**src/rtl/ptr_agu_pkg.sv**
```systemverilog
// Shared types for the pointer address unit.
// Assumes nothing beyond IEEE 1800-2017.
package ptr_agu_pkg;

    typedef enum logic [1:0] {
        AM_PLAIN = 2'd0,
        AM_POST  = 2'd1,
        AM_PRE   = 2'd2,
        AM_DISP  = 2'd3
    } addr_mode_e;

    typedef enum logic [1:0] {
        OP_LOAD  = 2'd0,
        OP_STORE = 2'd1,
        OP_PROG  = 2'd2,
        OP_PROG2 = 2'd3
    } agu_op_e;

    localparam int PTR_W   = 16;
    localparam int BYTE_W  = 8;
    localparam int NPAIRS  = 3;
    localparam int CYC_W   = 2;

endpackage

```
**src/rtl/agu_ptr_pick.sv**
```systemverilog
// Builds the three pointer pairs from six register bytes and selects one.
// Assumes register 26+i sits at byte i of regs_i; even register is the low byte.
// A select of 3 picks the last pair (Z).
module agu_ptr_pick
    import ptr_agu_pkg::*;
(
    input  logic [2*NPAIRS*BYTE_W-1:0] regs_i,
    input  logic [1:0]                 sel_i,
    output logic [PTR_W-1:0]           ptr_o,
    output logic [PTR_W-1:0]           zptr_o
);
    logic [PTR_W-1:0] pair [NPAIRS];

    // Pair up consecutive bytes, low byte from the even register.
    for (genvar p = 0; p < NPAIRS; p++) begin : g_pair
        assign pair[p] = {regs_i[(2*p+1)*BYTE_W +: BYTE_W],
                          regs_i[(2*p)*BYTE_W   +: BYTE_W]};
    end

    // Select the requested pair; out-of-range selects fall onto Z.
    always_comb begin
        if (int'(sel_i) < NPAIRS) ptr_o = pair[sel_i];
        else                      ptr_o = pair[NPAIRS-1];
    end

    assign zptr_o = pair[NPAIRS-1];
endmodule

```
**src/rtl/agu_data_path.sv**
```systemverilog
// Data-memory address for one indirect access: effective address,
// updated pointer, write-back flag and cycle count by mode and direction.
// Assumes the displacement is unsigned and the arithmetic wraps at 16 bits.
module agu_data_path
    import ptr_agu_pkg::*;
#(
    parameter int DISP_W = 6
) (
    input  logic [PTR_W-1:0]  ptr_i,
    input  addr_mode_e        mode_i,
    input  logic              store_i,
    input  logic [DISP_W-1:0] disp_i,
    output logic [PTR_W-1:0]  addr_o,
    output logic [PTR_W-1:0]  ptr_o,
    output logic              wb_o,
    output logic [CYC_W-1:0]  cyc_o
);
    logic [PTR_W-1:0] inc_v;
    logic [PTR_W-1:0] dec_v;
    logic [PTR_W-1:0] off_v;

    // Candidate pointer arithmetic, all modulo 2^16.
    always_comb begin
        inc_v = ptr_i + PTR_W'(1);
        dec_v = ptr_i - PTR_W'(1);
        off_v = ptr_i + PTR_W'(disp_i);
    end

    // Address, write-back value and enable for the mode.
    always_comb begin
        addr_o = ptr_i;
        ptr_o  = ptr_i;
        wb_o   = 1'b0;
        unique case (mode_i)
            AM_PLAIN: ;
            AM_POST: begin
                ptr_o = inc_v;
                wb_o  = 1'b1;
            end
            AM_PRE: begin
                addr_o = dec_v;
                ptr_o  = dec_v;
                wb_o   = 1'b1;
            end
            AM_DISP: addr_o = off_v;
            default: ;
        endcase
    end

    // Cycle count: stores are one cycle shorter except in plain mode.
    always_comb begin
        unique case (mode_i)
            AM_PLAIN: cyc_o = CYC_W'(1);
            AM_POST:  cyc_o = store_i ? CYC_W'(1) : CYC_W'(2);
            AM_PRE:   cyc_o = store_i ? CYC_W'(2) : CYC_W'(3);
            AM_DISP:  cyc_o = store_i ? CYC_W'(2) : CYC_W'(3);
            default:  cyc_o = CYC_W'(1);
        endcase
    end
endmodule

```
**src/rtl/agu_prog_path.sv**
```systemverilog
// Extended program-memory byte address: extension bits above Z, with
// optional post-increment whose carry runs into the extension and wraps
// at the top of program memory.
// Assumes 1 <= EXT_W <= 8.
module agu_prog_path
    import ptr_agu_pkg::*;
#(
    parameter int EXT_W = 2,
    localparam int PAW  = PTR_W + EXT_W
) (
    input  logic [PTR_W-1:0] z_i,
    input  logic [EXT_W-1:0] ext_i,
    input  logic             post_i,
    output logic [PAW-1:0]   addr_o,
    output logic [PTR_W-1:0] z_o,
    output logic [BYTE_W-1:0] ext_o,
    output logic             wb_o
);
    logic [PAW-1:0] full_v;
    logic [PAW-1:0] next_v;

    // Concatenate and step the full byte address.
    always_comb begin
        full_v = {ext_i, z_i};
        next_v = full_v + PAW'(1);
    end

    // Split the stepped address back into Z and extension when requested.
    always_comb begin
        addr_o = full_v;
        wb_o   = post_i;
        if (post_i) begin
            z_o   = next_v[PTR_W-1:0];
            ext_o = BYTE_W'(next_v[PAW-1:PTR_W]);
        end else begin
            z_o   = z_i;
            ext_o = BYTE_W'(ext_i);
        end
    end
endmodule

```
**src/rtl/ptr_agu.sv**
```systemverilog
// Top of the pointer-register address unit. Selects the pointer, runs the
// data or program path by op, and registers the response one cycle later.
// Assumes PROG_WORDS is a power of two between 64K and 8M words.
module ptr_agu
    import ptr_agu_pkg::*;
#(
    parameter int PROG_WORDS = 131072,
    parameter int DISP_W     = 6,
    localparam int PAW       = $clog2(PROG_WORDS) + 1,
    localparam int EXT_W     = PAW - PTR_W
) (
    input  logic                  clk,
    input  logic                  rst_n,
    input  logic                  req_valid,
    input  logic [1:0]            req_op,
    input  logic [1:0]            req_mode,
    input  logic [1:0]            req_sel,
    input  logic [DISP_W-1:0]     req_disp,
    input  logic [2*NPAIRS*BYTE_W-1:0] ptr_regs,
    input  logic [BYTE_W-1:0]     req_ext,
    output logic                  rsp_valid,
    output logic [PAW-1:0]        rsp_addr,
    output logic [PTR_W-1:0]      rsp_ptr,
    output logic [BYTE_W-1:0]     rsp_ext,
    output logic                  rsp_wb,
    output logic                  rsp_ext_wb,
    output logic [CYC_W-1:0]      rsp_cycles
);
    logic [PTR_W-1:0]  sel_ptr, z_ptr;
    logic [PTR_W-1:0]  d_addr, d_ptr;
    logic              d_wb;
    logic [CYC_W-1:0]  d_cyc;
    logic [PAW-1:0]    p_addr;
    logic [PTR_W-1:0]  p_z;
    logic [BYTE_W-1:0] p_ext;
    logic              p_wb;
    logic              is_prog;
    addr_mode_e        mode_e;
    logic              r_prog;
    addr_mode_e        r_mode;

    assign mode_e  = addr_mode_e'(req_mode);
    assign is_prog = req_op[1];

    // Unused high extension bits are dropped here.
    if (EXT_W < BYTE_W) begin : g_ext_sink
        logic unused_ext_hi;
        assign unused_ext_hi = ^req_ext[BYTE_W-1:EXT_W];
    end

    agu_ptr_pick u_pick (
        .regs_i (ptr_regs),
        .sel_i  (req_sel),
        .ptr_o  (sel_ptr),
        .zptr_o (z_ptr)
    );

    agu_data_path #(.DISP_W(DISP_W)) u_data (
        .ptr_i   (sel_ptr),
        .mode_i  (mode_e),
        .store_i (req_op == OP_STORE),
        .disp_i  (req_disp),
        .addr_o  (d_addr),
        .ptr_o   (d_ptr),
        .wb_o    (d_wb),
        .cyc_o   (d_cyc)
    );

    agu_prog_path #(.EXT_W(EXT_W)) u_prog (
        .z_i    (z_ptr),
        .ext_i  (req_ext[EXT_W-1:0]),
        .post_i (mode_e == AM_POST),
        .addr_o (p_addr),
        .z_o    (p_z),
        .ext_o  (p_ext),
        .wb_o   (p_wb)
    );

    // Response register: captures the path chosen by the op.
    always_ff @(posedge clk) begin
        if (!rst_n) begin
            rsp_valid  <= 1'b0;
            rsp_addr   <= '0;
            rsp_ptr    <= '0;
            rsp_ext    <= '0;
            rsp_wb     <= 1'b0;
            rsp_ext_wb <= 1'b0;
            rsp_cycles <= '0;
            r_prog     <= 1'b0;
            r_mode     <= AM_PLAIN;
        end else begin
            rsp_valid <= req_valid;
            if (req_valid) begin
                r_prog <= is_prog;
                r_mode <= mode_e;
                if (is_prog) begin
                    rsp_addr   <= p_addr;
                    rsp_ptr    <= p_z;
                    rsp_ext    <= p_ext;
                    rsp_wb     <= p_wb;
                    rsp_ext_wb <= p_wb;
                    rsp_cycles <= CYC_W'(3);
                end else begin
                    rsp_addr   <= PAW'(d_addr);
                    rsp_ptr    <= d_ptr;
                    rsp_ext    <= '0;
                    rsp_wb     <= d_wb;
                    rsp_ext_wb <= 1'b0;
                    rsp_cycles <= d_cyc;
                end
            end
        end
    end


    rsp_follows_req_chk: assert property (@(posedge clk) disable iff (!rst_n)
        req_valid |=> rsp_valid);

    no_spurious_rsp_chk: assert property (@(posedge clk) disable iff (!rst_n)
        !req_valid |=> !rsp_valid);

    post_step_chk: assert property (@(posedge clk) disable iff (!rst_n)
        (rsp_valid && !r_prog && r_mode == AM_POST)
        |-> (rsp_wb && rsp_ptr == rsp_addr[PTR_W-1:0] + PTR_W'(1)));

    pre_addr_chk: assert property (@(posedge clk) disable iff (!rst_n)
        (rsp_valid && !r_prog && r_mode == AM_PRE)
        |-> (rsp_wb && rsp_ptr == rsp_addr[PTR_W-1:0]));

    data_upper_zero_chk: assert property (@(posedge clk) disable iff (!rst_n)
        (rsp_valid && !r_prog) |-> (rsp_addr[PAW-1:PTR_W] == '0 && !rsp_ext_wb));

    cycles_nonzero_chk: assert property (@(posedge clk) disable iff (!rst_n)
        rsp_valid |-> rsp_cycles != '0);

    prog_carry_chk: assert property (@(posedge clk) disable iff (!rst_n)
        (rsp_valid && rsp_ext_wb)
        |-> ({rsp_ext[EXT_W-1:0], rsp_ptr} == rsp_addr + PAW'(1)));
endmodule

```
**config.mk**
```make
export PLATFORM = sky130hd
export DESIGN_NAME = ptr_agu
export DESIGN_NICKNAME = d
export VERILOG_FILES = /design/src/rtl/ptr_agu_pkg.sv /design/src/rtl/agu_ptr_pick.sv /design/src/rtl/agu_data_path.sv /design/src/rtl/agu_prog_path.sv /design/src/rtl/ptr_agu.sv
export SDC_FILE = /design/constraint.sdc
export NUM_CORES = 1
export LEC_CHECK = 0
export CELL_PAD_IN_SITES_DETAIL_PLACEMENT = 1
export CELL_PAD_IN_SITES_GLOBAL_PLACEMENT = 1
export CORE_MARGIN = 8
export CORE_UTILIZATION = 46
export CTS_CLUSTER_SIZE = 10
export DETAILED_ROUTE_END_ITERATION = 8
export DONT_BUFFER_PORTS = 1
export PLACE_DENSITY_LB_ADDON = 0.05
export SLEW_MARGIN = 25
export SYNTH_ARGS = -nofsm -noshare
export SYNTH_HDL_FRONTEND = slang
export SYNTH_SLANG_ARGS = --single-unit
```
**constraint.sdc**
```tcl
create_clock -name clk -period 4.4 [get_ports clk]
set_clock_uncertainty 0.05 [all_clocks]
set_input_delay 0.44 -clock clk [delete_from_list [all_inputs] [get_ports clk]]
set_output_delay 0.44 -clock clk [all_outputs]
set_load 0.01 [all_outputs]
```
==> metrics.txt, run 1 <==
# TYPE chip_impl_metric gauge
chip_impl_info{name="outcome",value="finished clean"} 1
chip_impl_metric{name="synth_sequential_area_ratio",unit="%"} 19.76
chip_impl_metric{name="routed_via_density",unit=""} 6.750
chip_impl_metric{name="clkLatencyLatePin",unit="ps"} 300
chip_impl_info{name="synth_top_flop_cell",value="sky130_fd_sc_hd__dfxtp_1"} 1
chip_impl_info{name="timing.critical_path.from_type",value="input port"} 1
chip_impl_metric{name="worst_setup_hold_path_clk_slew",unit="ps"} 100
chip_impl_metric{name="clock-sinks",unit=""} 41
chip_impl_metric{name="clock.fmax",unit="MHz"} 304.8
chip_impl_info{name="synth.most_common_cell",value="sky130_fd_sc_hd__nand2_1"} 1
chip_impl_metric{name="globalplace.congestion",unit=""} 0.9041
chip_impl_metric{name="number_of_clock_buffers_inserted_by_tritoncts",unit=""} 5
chip_impl_metric{name="grt_start_max_net_pins",unit=""} 37
chip_impl_metric{name="irDropWorstVdd",unit="V"} 0.0001368
chip_impl_metric{name="route.detailed.drc",unit=""} 0
chip_impl_info{name="post_synth_main_area_contributors",value="sky130_fd_sc_hd__dfxtp_1 20%, sky130_fd_sc_hd__mux2i_1 8.0%, sky130_fd_sc_hd__o21ai_0 6.0%"} 1
chip_impl_info{name="crit_end_category",value="flip-flop"} 1
chip_impl_metric{name="initial_util",unit="%"} 47.62
chip_impl_metric{name="synth_top_area_share",unit="%"} 19.76
chip_impl_metric{name="hold_violations",unit=""} 0
chip_impl_metric{name="placedCellCount",unit=""} 632
chip_impl_metric{name="async_reset_ff_share",unit="%"} 0
chip_impl_metric{name="route.final.wire_length",unit="µm"} 15890
chip_impl_metric{name="wl_per_cell",unit="µm"} 24.82
chip_impl_metric{name="postSynthAreaPerCell",unit="µm²"} 7.456
chip_impl_metric{name="r2r_slack",unit="ps"} 3160
chip_impl_metric{name="post_synth_instance_area",unit="mm²"} 0.004153
chip_impl_metric{name="detail-route-antenna-nets",unit=""} 0
chip_impl_metric{name="placement_rows",unit=""} 34
chip_impl_metric{name="grt_pass1_vias",unit=""} 4355
chip_impl_metric{name="final.min_clock_period",unit="ps"} 3281
chip_impl_info{name="grt_setup_unrepaired",value="false"} 1
chip_impl_metric{name="overflow",unit=""} 0
chip_impl_info{name="synth_area_leader_cell",value="sky130_fd_sc_hd__dfxtp_1"} 1
chip_impl_metric{name="report.final.setup_viol",unit=""} 0
chip_impl_metric{name="ctsLongestPathBuffers",unit=""} 2
chip_impl_info{name="critPathKind",value="in -> reg"} 1
chip_impl_metric{name="synth.distinct_cells",unit=""} 66
chip_impl_metric{name="number_of_enable_flip_flop_cells_after_synthesis",unit=""} 0
chip_impl_metric{name="drive_above_1_share",unit="%"} 6.391
chip_impl_metric{name="cts_resized",unit=""} 0
chip_impl_metric{name="timing.setup.tns",unit="ps"} 0
chip_impl_metric{name="cts.repair_timing.setup_buffer_count",unit=""} 0
chip_impl_metric{name="synthCells",unit=""} 557
chip_impl_metric{name="first_iter_violations",unit=""} 327
chip_impl_metric{name="vias",unit=""} 4320
chip_impl_metric{name="post-layout-total-power",unit="mW"} 1.182
chip_impl_metric{name="num-nets-final",unit=""} 616
chip_impl_metric{name="number_of_port_buffers",unit=""} 0
chip_impl_metric{name="final_util",unit="%"} 48.91
chip_impl_metric{name="drt-pass1-iter-count",unit=""} 5
chip_impl_metric{name="global_route_total_usage_across_every_layer",unit="%"} 24.70
chip_impl_metric{name="fp.dieArea",unit="mm²"} 0.01232
chip_impl_info{name="hold_class",value="in -> reg"} 1
chip_impl_metric{name="max_cap_viol_count",unit=""} 0
chip_impl_metric{name="placement.cell_area",unit="mm²"} 0.004128
chip_impl_metric{name="slew_headroom",unit="%"} 37.50
chip_impl_metric{name="number_of_warnings_issued_by_yosys",unit=""} 0
chip_impl_metric{name="worstPathArrival",unit="ps"} 3430
chip_impl_metric{name="dp_hpwl",unit="µm"} 12100
chip_impl_metric{name="critPathMaxFanout",unit=""} 16
chip_impl_metric{name="fin_cells",unit=""} 640
chip_impl_metric{name="final_max_slew_viol_count",unit=""} 0
chip_impl_info{name="root_buffer",value="sky130_fd_sc_hd__clkbuf_8"} 1
chip_impl_metric{name="fp.coreArea",unit="mm²"} 0.008721
chip_impl_metric{name="synth_seq_cells",unit=""} 41
chip_impl_metric{name="num_antenna_cells",unit=""} 0
chip_impl_metric{name="area_growth",unit="%"} 2.712
chip_impl_metric{name="grt_pass1_wl",unit="µm"} 24960
chip_impl_metric{name="clock_tree.htree_level_count",unit=""} 2
chip_impl_metric{name="cellPowerDensity",unit="mW/mm²"} 277.1
chip_impl_metric{name="die_width",unit="µm"} 111.0
chip_impl_metric{name="final_cell_area",unit="mm²"} 0.004265
chip_impl_info{name="yosys-top-cells-count",value="63 x sky130_fd_sc_hd__nand2_1, 50 x sky130_fd_sc_hd__o21ai_0, 41 x sky130_fd_sc_hd__dfxtp_1"} 1
chip_impl_info{name="tritoncts_clock_tree",value="built"} 1
chip_impl_metric{name="final_min_period_over_clock_period",unit="%"} 74.58
chip_impl_metric{name="cts_hold_buffers",unit=""} 0
chip_impl_metric{name="fp.dieH",unit="µm"} 111.0
chip_impl_metric{name="io_pins",unit=""} 118
chip_impl_metric{name="grt_antenna_before_repair",unit=""} 0
chip_impl_metric{name="power.static_leakage",unit="nW"} 1.517
chip_impl_metric{name="tightestPinTransition",unit="ps"} 937.4
chip_impl_metric{name="required",unit="ps"} 4550
==> state kept, by name, indices dropped and copies added (netlist names) <==
signal / count
rsp_addr: 18
rsp_ptr: 16
rsp_cycles: 2
rsp_ext: 2
rsp_ext_wb: 1
rsp_valid: 1
rsp_wb: 1
==> worst max-delay path, stage by stage <==
cell and delay (ps):
sky130_fd_sc_hd__mux2i_1 190, sky130_fd_sc_hd__o21a_1 230, sky130_fd_sc_hd__inv_1 160, sky130_fd_sc_hd__ha_1 250
sky130_fd_sc_hd__fa_1 450, sky130_fd_sc_hd__a211oi_1 320, sky130_fd_sc_hd__o21bai_1 120, sky130_fd_sc_hd__a21oi_1 530
sky130_fd_sc_hd__nor4_1 130, sky130_fd_sc_hd__xnor2_1 160, sky130_fd_sc_hd__a221oi_1 340, sky130_fd_sc_hd__o21ai_1 90
==> through the flow <==
step	hold WS, ps	setup slack, ps
2_1_floorplan	423.8	934.5
3_3_place_gp	443.5	926.3
3_5_place_dp	454.3	835.2
4_1_cts	165.8	1142
5_1_grt	165.5	842.1
6_report	176.1	1119
==> placed cells by master, fill, tap and decap left out, types with 8 or more instances in the layout <==
master	synthesis	final
sky130_fd_sc_hd__nand3_1	13	13
sky130_fd_sc_hd__o21ai_0	50	50
sky130_fd_sc_hd__nor4_1	8	8
sky130_fd_sc_hd__mux2i_1	33	33
sky130_fd_sc_hd__o21a_1	13	13
sky130_fd_sc_hd__nand2_1	63	63
sky130_fd_sc_hd__ha_1	13	13
sky130_fd_sc_hd__dfxtp_1	41	41
sky130_fd_sc_hd__nor2_1	38	38
sky130_fd_sc_hd__a21oi_1	32	32
sky130_fd_sc_hd__nor3_1	12	12
sky130_fd_sc_hd__a221oi_1	19	19
sky130_fd_sc_hd__a211oi_1	8	8
sky130_fd_sc_hd__a22o_1	8	8
sky130_fd_sc_hd__o221ai_1	8	8
sky130_fd_sc_hd__inv_1	19	19
sky130_fd_sc_hd__xnor2_1	28	28
==> report_power, final <==
group | total (mW) | switching, mW | internal (mW)
Sequential | 0.432 | 0.0338 | 0.399
Combinational | 0.365 | 0.231 | 0.134
Clock | 0.384 | 0.156 | 0.229
==> per-layer routing <==
| metal | global-route usage, % | share of wire [%] | up-vias |
|---|---|---|---|
| li1 | - | - | 2000 |
| met1 | 29.64 | 41 | 2119 |
| met2 | 41.65 | 48 | 169 |
| met3 | 5.736 | 6.9 | 32 |
| met4 | 9.333 | 3.4 | 0 |
| met5 | 0 | 0 | - |
==> path summary, 6_finish.rpt <==
| check | cells past startpoint | startpoint | endpoint |
|---|---|---|---|
| hold reg to reg | 2 | rsp_addr[15] | rsp_addr[15] |
| hold / removal | 1 | req_valid | rsp_wb |
| setup / recovery | 12 | req_sel[0] | rsp_addr[10] |
| setup reg to reg | 4 | rsp_addr[14] | rsp_addr[14] |
==> final cells by class <==
| class | count | area, µm² |
|---|---|---|
| Timing Repair Buffer | 7 | 52.55 |
| Clock buffer | 5 | 68.82 |
| Sequential cell | 41 | 820.8 |
| Multi-Input combinational cell | 454 | 3037 |
| Clock inverter | 3 | 68.82 |
| Inverter | 22 | 82.58 |
| Tap cell | 108 | 135.1 |
| Fill cell | 1090 | 4456 |
==> logic make-up after synthesis <==
kind of cell	synth area share (%)
xor+xnor	7.382
simple gates	20.55
buf+inv	7.562
mux	9.852
other cells	0.09030
compound gates	30.40
fa+ha+maj	4.399
flops	19.77
(Power assumes the default switching activity.)
==> run 2, diff against run 1 <==
==> constraint.sdc (replaced) <==
create_clock -name clk -period 3.12 [get_ports clk]
set_clock_uncertainty 0.05 [all_clocks]
set_input_delay 0.312 -clock clk [delete_from_list [all_inputs] [get_ports clk]]
set_output_delay 0.312 -clock clk [all_outputs]
set_load 0.01 [all_outputs]
==> metrics.txt, run 2 (synthesized netlist as in run 1, its figures left out) <==
# TYPE chip_impl_metric gauge
chip_impl_metric{name="grt_start_max_net_pins",unit=""} 37
chip_impl_metric{name="cts.repair_timing.setup_buffer_count",unit=""} 0
chip_impl_metric{name="slew_headroom",unit="%"} 54.78
chip_impl_metric{name="timing.setup.tns",unit="ps"} 0
chip_impl_metric{name="report.final.setup_viol",unit=""} 0
chip_impl_metric{name="final.min_clock_period",unit="ps"} 2687
chip_impl_info{name="root_buffer",value="sky130_fd_sc_hd__clkbuf_8"} 1
chip_impl_info{name="regMostFlops",value="rsp_addr"} 1
chip_impl_metric{name="cellPowerDensity",unit="mW/mm²"} 385.4
chip_impl_metric{name="initial_util",unit="%"} 47.62
chip_impl_metric{name="swShare",unit="%"} 35.48
chip_impl_metric{name="clkPwrFrac",unit="%"} 32.0
chip_impl_metric{name="worstPathArrival",unit="ps"} 2820
chip_impl_metric{name="clock-sinks",unit=""} 41
chip_impl_metric{name="die_width",unit="µm"} 111.0
chip_impl_metric{name="overflow",unit=""} 0
chip_impl_info{name="cp_cell_sequence",value="mux2i_1, o21a_1, inv_1, ha_1, fa_1, a211oi_1, o21bai_1, a21oi_2, xnor2_1, a221o_1, a21oi_1, o21ai_0"} 1
chip_impl_metric{name="drt-pass1-iter-count",unit=""} 5
chip_impl_metric{name="power_frac_seq",unit="%"} 35.9
chip_impl_metric{name="globalplace.congestion",unit=""} 0.9590
chip_impl_metric{name="comb_power_share",unit="%"} 32.1
chip_impl_metric{name="grt_pass1_vias",unit=""} 4521
chip_impl_metric{name="drive_above_1_share",unit="%"} 9.636
chip_impl_metric{name="detail-route-antenna-nets",unit=""} 0
chip_impl_metric{name="number_of_clock_buffers_inserted_by_tritoncts",unit=""} 5
chip_impl_info{name="layout.cells.most_common",value="sky130_fd_sc_hd__nand2_1"} 1
chip_impl_metric{name="switchingPower",unit="mW"} 0.6022
chip_impl_metric{name="route.detailed.drc",unit=""} 0
chip_impl_metric{name="number_of_port_buffers",unit=""} 0
chip_impl_info{name="hold_class",value="in -> reg"} 1
chip_impl_info{name="layout_top_registers",value="rsp_addr: 18 flops, rsp_ptr: 16 flops"} 1
chip_impl_metric{name="num_antenna_cells",unit=""} 0
chip_impl_metric{name="hold_violations",unit=""} 0
chip_impl_metric{name="fp.dieArea",unit="mm²"} 0.01232
chip_impl_info{name="timing.critical_path.from_type",value="input port"} 1
chip_impl_info{name="cpLargestDelayFamily",value="compound AO/OA/AOI/OAI gates"} 1
chip_impl_metric{name="vias",unit=""} 4473
chip_impl_metric{name="final_min_period_over_clock_period",unit="%"} 86.12
chip_impl_metric{name="clock_tree.htree_level_count",unit=""} 2
chip_impl_metric{name="max_ffs_per_register",unit=""} 18
chip_impl_metric{name="post-layout-total-power",unit="mW"} 1.697
chip_impl_metric{name="required",unit="ps"} 3260
chip_impl_metric{name="cts_resized",unit=""} 0
chip_impl_metric{name="multi_input_area",unit="mm²"} 0.003040
chip_impl_metric{name="first_iter_violations",unit=""} 346
chip_impl_metric{name="area_growth",unit="%"} 6.056
chip_impl_metric{name="io_pins",unit=""} 118
chip_impl_metric{name="num-nets-final",unit=""} 634
chip_impl_metric{name="fp.coreArea",unit="mm²"} 0.008721
chip_impl_metric{name="layout.area.seq",unit="µm²"} 820.8
chip_impl_info{name="crit_end_category",value="flip-flop"} 1
chip_impl_metric{name="tightestPinTransition",unit="ps"} 675.8
chip_impl_metric{name="final_max_slew_viol_count",unit=""} 0
chip_impl_metric{name="critPathMaxFanout",unit=""} 16
chip_impl_metric{name="irDropWorstVdd",unit="V"} 0.0002735
chip_impl_metric{name="cpPeakStageDelay",unit="ps"} 440
chip_impl_metric{name="internal_power",unit="mW"} 1.095
chip_impl_info{name="tritoncts_clock_tree",value="built"} 1
chip_impl_info{name="grt_setup_unrepaired",value="false"} 1
chip_impl_metric{name="fp.dieH",unit="µm"} 111.0
chip_impl_metric{name="ctsLongestPathBuffers",unit=""} 2
chip_impl_metric{name="routed_via_density",unit=""} 6.798
chip_impl_metric{name="placement_rows",unit=""} 34
chip_impl_metric{name="global_route_total_usage_across_every_layer",unit="%"} 25.39
chip_impl_metric{name="route.final.wire_length",unit="µm"} 16310
chip_impl_info{name="final_cell_mix",value="63 x sky130_fd_sc_hd__nand2_1, 50 x sky130_fd_sc_hd__o21ai_0, 41 x sky130_fd_sc_hd__dfxtp_1"} 1
chip_impl_metric{name="power.static_leakage",unit="nW"} 1.602
chip_impl_metric{name="grt_pass1_wl",unit="µm"} 25510
chip_impl_metric{name="cts_hold_buffers",unit=""} 0
chip_impl_metric{name="clkLatencyLatePin",unit="ps"} 310
chip_impl_metric{name="final.fill_count",unit=""} 1118
chip_impl_metric{name="clock.fmax",unit="MHz"} 372.2
chip_impl_metric{name="dp_hpwl",unit="µm"} 12690
chip_impl_metric{name="wl_per_cell",unit="µm"} 24.78
chip_impl_info{name="timing.critical_path.slowest_stage_cell",value="sky130_fd_sc_hd__fa_1"} 1
chip_impl_metric{name="max_cap_viol_count",unit=""} 0
chip_impl_metric{name="worst_setup_hold_path_clk_slew",unit="ps"} 100
chip_impl_metric{name="worstPathBufferInverterCount",unit=""} 1
chip_impl_info{name="outcome",value="finished clean"} 1
chip_impl_metric{name="grt_antenna_before_repair",unit=""} 0
chip_impl_info{name="critPathKind",value="in -> reg"} 1
run 2: cell type report:
cell class	instances	area share, %
clock buffer	5	1.563
clock inverter	3	1.563
inverter	22	1.875
multi-input combinational	454	69.03
sequential	41	18.64
tap	108	3.068
timing repair buffer	25	4.261
run 2: metal layers:
metal  wire (µm)  global-route usage (%)
met1        6648                   30.27
met2        7716                   42.53
met3        1203                   5.303
met4         736                   11.82
met5           0                       0
run 2: power groups by stage:
| stage | clock [mW] | sequential [mW] | combinational, mW |
|---|---|---|---|
| after floorplan | 0 | 0.611 | 0.419 |
| after CTS | 0.546 | 0.611 | 0.537 |
| after detailed placement | 0 | 0.623 | 0.533 |
| after global routing | 0.568 | 0.615 | 0.594 |
| after global placement | 0 | 0.622 | 0.515 |
| final | 0.544 | 0.609 | 0.545 |
run 2: worst paths after layout:
kind	from	to	slack, ps	cells past startpoint
setup / recovery	req_sel[0]	rsp_addr[6]	430	12
hold / removal	req_valid	rsp_wb	40	1
setup reg to reg	rsp_addr[14]	rsp_addr[14]	1910	4
hold reg to reg	rsp_addr[15]	rsp_addr[15]	450	2
run 2: worst reg2reg max path, cell delays in order (launching register included):
cell	delay (ps)
sky130_fd_sc_hd__dfxtp_1	360
sky130_fd_sc_hd__a22oi_1	230
sky130_fd_sc_hd__o21ai_0	120
sky130_fd_sc_hd__a221oi_1	230
sky130_fd_sc_hd__a211oi_1	80
run 2: through the flow:
step	hold slack (ps)	cells	instance area [µm²]	setup slack (ps)	util, %
after detailed placement	370.3	650	4267	151.5	48.92
final	42.37	658	4404	433.2	50.50
after global routing	25.88	658	4404	261.8	50.50
after global placement	365.7	650	4267	214.3	48.92
after floorplan	406.1	562	4175	3.273	-
after CTS	38.73	658	4404	455.1	50.50
==> run 3, diff against run 2 <==
--- a/config.mk
+++ b/config.mk
@@ -5,7 +5,7 @@
 export SDC_FILE = /design/constraint.sdc
 export NUM_CORES = 1
 export LEC_CHECK = 0
-export CELL_PAD_IN_SITES_DETAIL_PLACEMENT = 1
+export CELL_PAD_IN_SITES_DETAIL_PLACEMENT = 0
 export CELL_PAD_IN_SITES_GLOBAL_PLACEMENT = 1
 export CORE_MARGIN = 8
 export CORE_UTILIZATION = 46
==> metrics.txt, run 3 (synthesized netlist as in run 1, its figures left out) <==
# TYPE chip_impl_metric gauge
chip_impl_metric{name="max_ffs_per_register",unit=""} 18
chip_impl_metric{name="post-layout-total-power",unit="mW"} 1.678
chip_impl_metric{name="placement_rows",unit=""} 34
chip_impl_metric{name="final_max_slew_viol_count",unit=""} 0
chip_impl_metric{name="die_width",unit="µm"} 111.0
chip_impl_metric{name="routed_via_density",unit=""} 6.588
chip_impl_info{name="root_buffer",value="sky130_fd_sc_hd__clkbuf_8"} 1
chip_impl_info{name="tritoncts_clock_tree",value="built"} 1
chip_impl_metric{name="cts_resized",unit=""} 0
chip_impl_metric{name="irDropWorstVdd",unit="V"} 0.0001586
chip_impl_metric{name="clock_tree.htree_level_count",unit=""} 2
chip_impl_info{name="crit_end_category",value="flip-flop"} 1
chip_impl_metric{name="grt_pass1_vias",unit=""} 4159
chip_impl_metric{name="global_route_total_usage_across_every_layer",unit="%"} 23.44
chip_impl_metric{name="max_cap_viol_count",unit=""} 0
chip_impl_metric{name="cts.repair_timing.setup_buffer_count",unit=""} 0
chip_impl_metric{name="number_of_clock_buffers_inserted_by_tritoncts",unit=""} 5
chip_impl_metric{name="report.final.setup_viol",unit=""} 0
chip_impl_metric{name="num-nets-final",unit=""} 634
chip_impl_metric{name="final_min_period_over_clock_period",unit="%"} 88.74
chip_impl_metric{name="cellPowerDensity",unit="mW/mm²"} 381.1
chip_impl_metric{name="fp.coreArea",unit="mm²"} 0.008721
chip_impl_metric{name="fp.dieH",unit="µm"} 111.0
chip_impl_info{name="layout_top_registers",value="rsp_addr: 18 flops, rsp_ptr: 16 flops"} 1
chip_impl_metric{name="globalplace.congestion",unit=""} 0.9590
chip_impl_metric{name="fp.dieArea",unit="mm²"} 0.01232
chip_impl_metric{name="power.static_leakage",unit="nW"} 1.602
chip_impl_metric{name="wl_per_cell",unit="µm"} 22.96
chip_impl_metric{name="cts_hold_buffers",unit=""} 0
chip_impl_info{name="grt_setup_unrepaired",value="false"} 1
chip_impl_metric{name="route.final.wire_length",unit="µm"} 15110
chip_impl_metric{name="clock.fmax",unit="MHz"} 361.2
chip_impl_metric{name="worst_setup_hold_path_clk_slew",unit="ps"} 90
chip_impl_metric{name="initial_util",unit="%"} 47.62
chip_impl_metric{name="worstPathArrival",unit="ps"} 2900
chip_impl_metric{name="final.min_clock_period",unit="ps"} 2769
chip_impl_metric{name="dp_hpwl",unit="µm"} 11670
chip_impl_metric{name="overflow",unit=""} 0
chip_impl_metric{name="timing.setup.tns",unit="ps"} 0
chip_impl_info{name="regMostFlops",value="rsp_addr"} 1
chip_impl_metric{name="final.fill_count",unit=""} 898
chip_impl_metric{name="vias",unit=""} 4335
chip_impl_metric{name="tightestPinTransition",unit="ps"} 691.9
chip_impl_metric{name="area_growth",unit="%"} 6.056
chip_impl_metric{name="use_met1",unit="%"} 29.09
chip_impl_metric{name="grt_antenna_before_repair",unit=""} 0
chip_impl_metric{name="worst_r2r_path_depth",unit=""} 4
chip_impl_info{name="critPathKind",value="in -> reg"} 1
chip_impl_metric{name="number_of_port_buffers",unit=""} 0
chip_impl_info{name="outcome",value="finished clean"} 1
chip_impl_metric{name="grt_pass1_wl",unit="µm"} 23550
chip_impl_info{name="global_route.peak_usage_layer",value="met2"} 1
chip_impl_metric{name="ctsLongestPathBuffers",unit=""} 2
chip_impl_metric{name="hold_violations",unit=""} 0
chip_impl_metric{name="required",unit="ps"} 3250
chip_impl_metric{name="num_antenna_cells",unit=""} 0
chip_impl_metric{name="first_iter_violations",unit=""} 411
chip_impl_metric{name="multi_input_area",unit="mm²"} 0.003040
chip_impl_info{name="final_cell_mix",value="63 x sky130_fd_sc_hd__nand2_1, 50 x sky130_fd_sc_hd__o21ai_0, 41 x sky130_fd_sc_hd__dfxtp_1"} 1
chip_impl_metric{name="drt-pass1-iter-count",unit=""} 5
chip_impl_metric{name="met3_usage",unit="%"} 5.790
chip_impl_metric{name="clock-sinks",unit=""} 41
chip_impl_metric{name="layout.area.seq",unit="µm²"} 820.8
chip_impl_info{name="hold_class",value="in -> reg"} 1
chip_impl_info{name="timing.critical_path.from_type",value="input port"} 1
chip_impl_metric{name="drive_above_1_share",unit="%"} 9.636
chip_impl_metric{name="clkLatencyLatePin",unit="ps"} 300
chip_impl_metric{name="io_pins",unit=""} 118
chip_impl_metric{name="grt_start_max_net_pins",unit=""} 37
chip_impl_metric{name="grt_use_met2",unit="%"} 37.68
chip_impl_metric{name="route.detailed.drc",unit=""} 0
chip_impl_metric{name="slew_headroom",unit="%"} 53.70
chip_impl_metric{name="holdPathStages",unit=""} 1
chip_impl_metric{name="critPathMaxFanout",unit=""} 16
chip_impl_metric{name="detail-route-antenna-nets",unit=""} 0
chip_impl_info{name="layout.cells.most_common",value="sky130_fd_sc_hd__nand2_1"} 1
==> run 3: per-layer routing <==
layer | wire length [µm] | up-vias
li1 | - | 2044
met5 | 0 | -
met3 | 1450 | 37
met4 | 584 | 0
met2 | 6931 | 209
met1 | 6143 | 2045
==> run 3: cell type report <==
type	instances	share of cell area, %
clock buffers	5	1.563
multi-input cells	454	69.03
clock inverters	3	1.563
well taps	108	3.068
repair buffers	25	4.261
inverters	22	1.875
flip-flops and latches	41	18.64
==> run 3: path summary, 6_finish.rpt <==
kind	startpoint	to	slack, ps
min reg2reg	rsp_addr[15]	rsp_addr[15]	460
max reg2reg	rsp_addr[14]	rsp_addr[14]	1860
min	req_valid	rsp_wb	50
max	req_sel[0]	rsp_addr[15]	350
==> run 3: stage by stage <==
step	util, %	cell area, µm²	setup WS [ps]	instances	hold WS [ps]
floorplan	-	4175	3.273	562	406.1
global placement	48.92	4267	214.3	650	365.7
detailed placement	48.92	4267	120.6	650	369.5
CTS	50.50	4404	430.5	658	41.24
global route	50.50	4404	209.2	658	39.27
finish	50.50	4404	351.4	658	49.73
==> run 3: worst max-delay path, stage by stage <==
cell and delay (ps):
sky130_fd_sc_hd__mux2i_1 180, sky130_fd_sc_hd__o21a_1 230, sky130_fd_sc_hd__inv_1 110, sky130_fd_sc_hd__ha_1 300
sky130_fd_sc_hd__a211oi_1 320, sky130_fd_sc_hd__o21bai_1 150, sky130_fd_sc_hd__o311ai_1 310, sky130_fd_sc_hd__buf_4 220
sky130_fd_sc_hd__nor4_2 50, sky130_fd_sc_hd__mux2i_1 130, sky130_fd_sc_hd__a2111oi_1 490, sky130_fd_sc_hd__o21ai_1 100
==> run 3: power by group <==
| part | internal (mW) | switching, mW | total, mW |
|---|---|---|---|
| Clock | 0.323 | 0.216 | 0.538 |
| Sequential | 0.562 | 0.0460 | 0.608 |
| Combinational | 0.210 | 0.322 | 0.532 |
| Total | 1.09 | 0.584 | 1.68 |
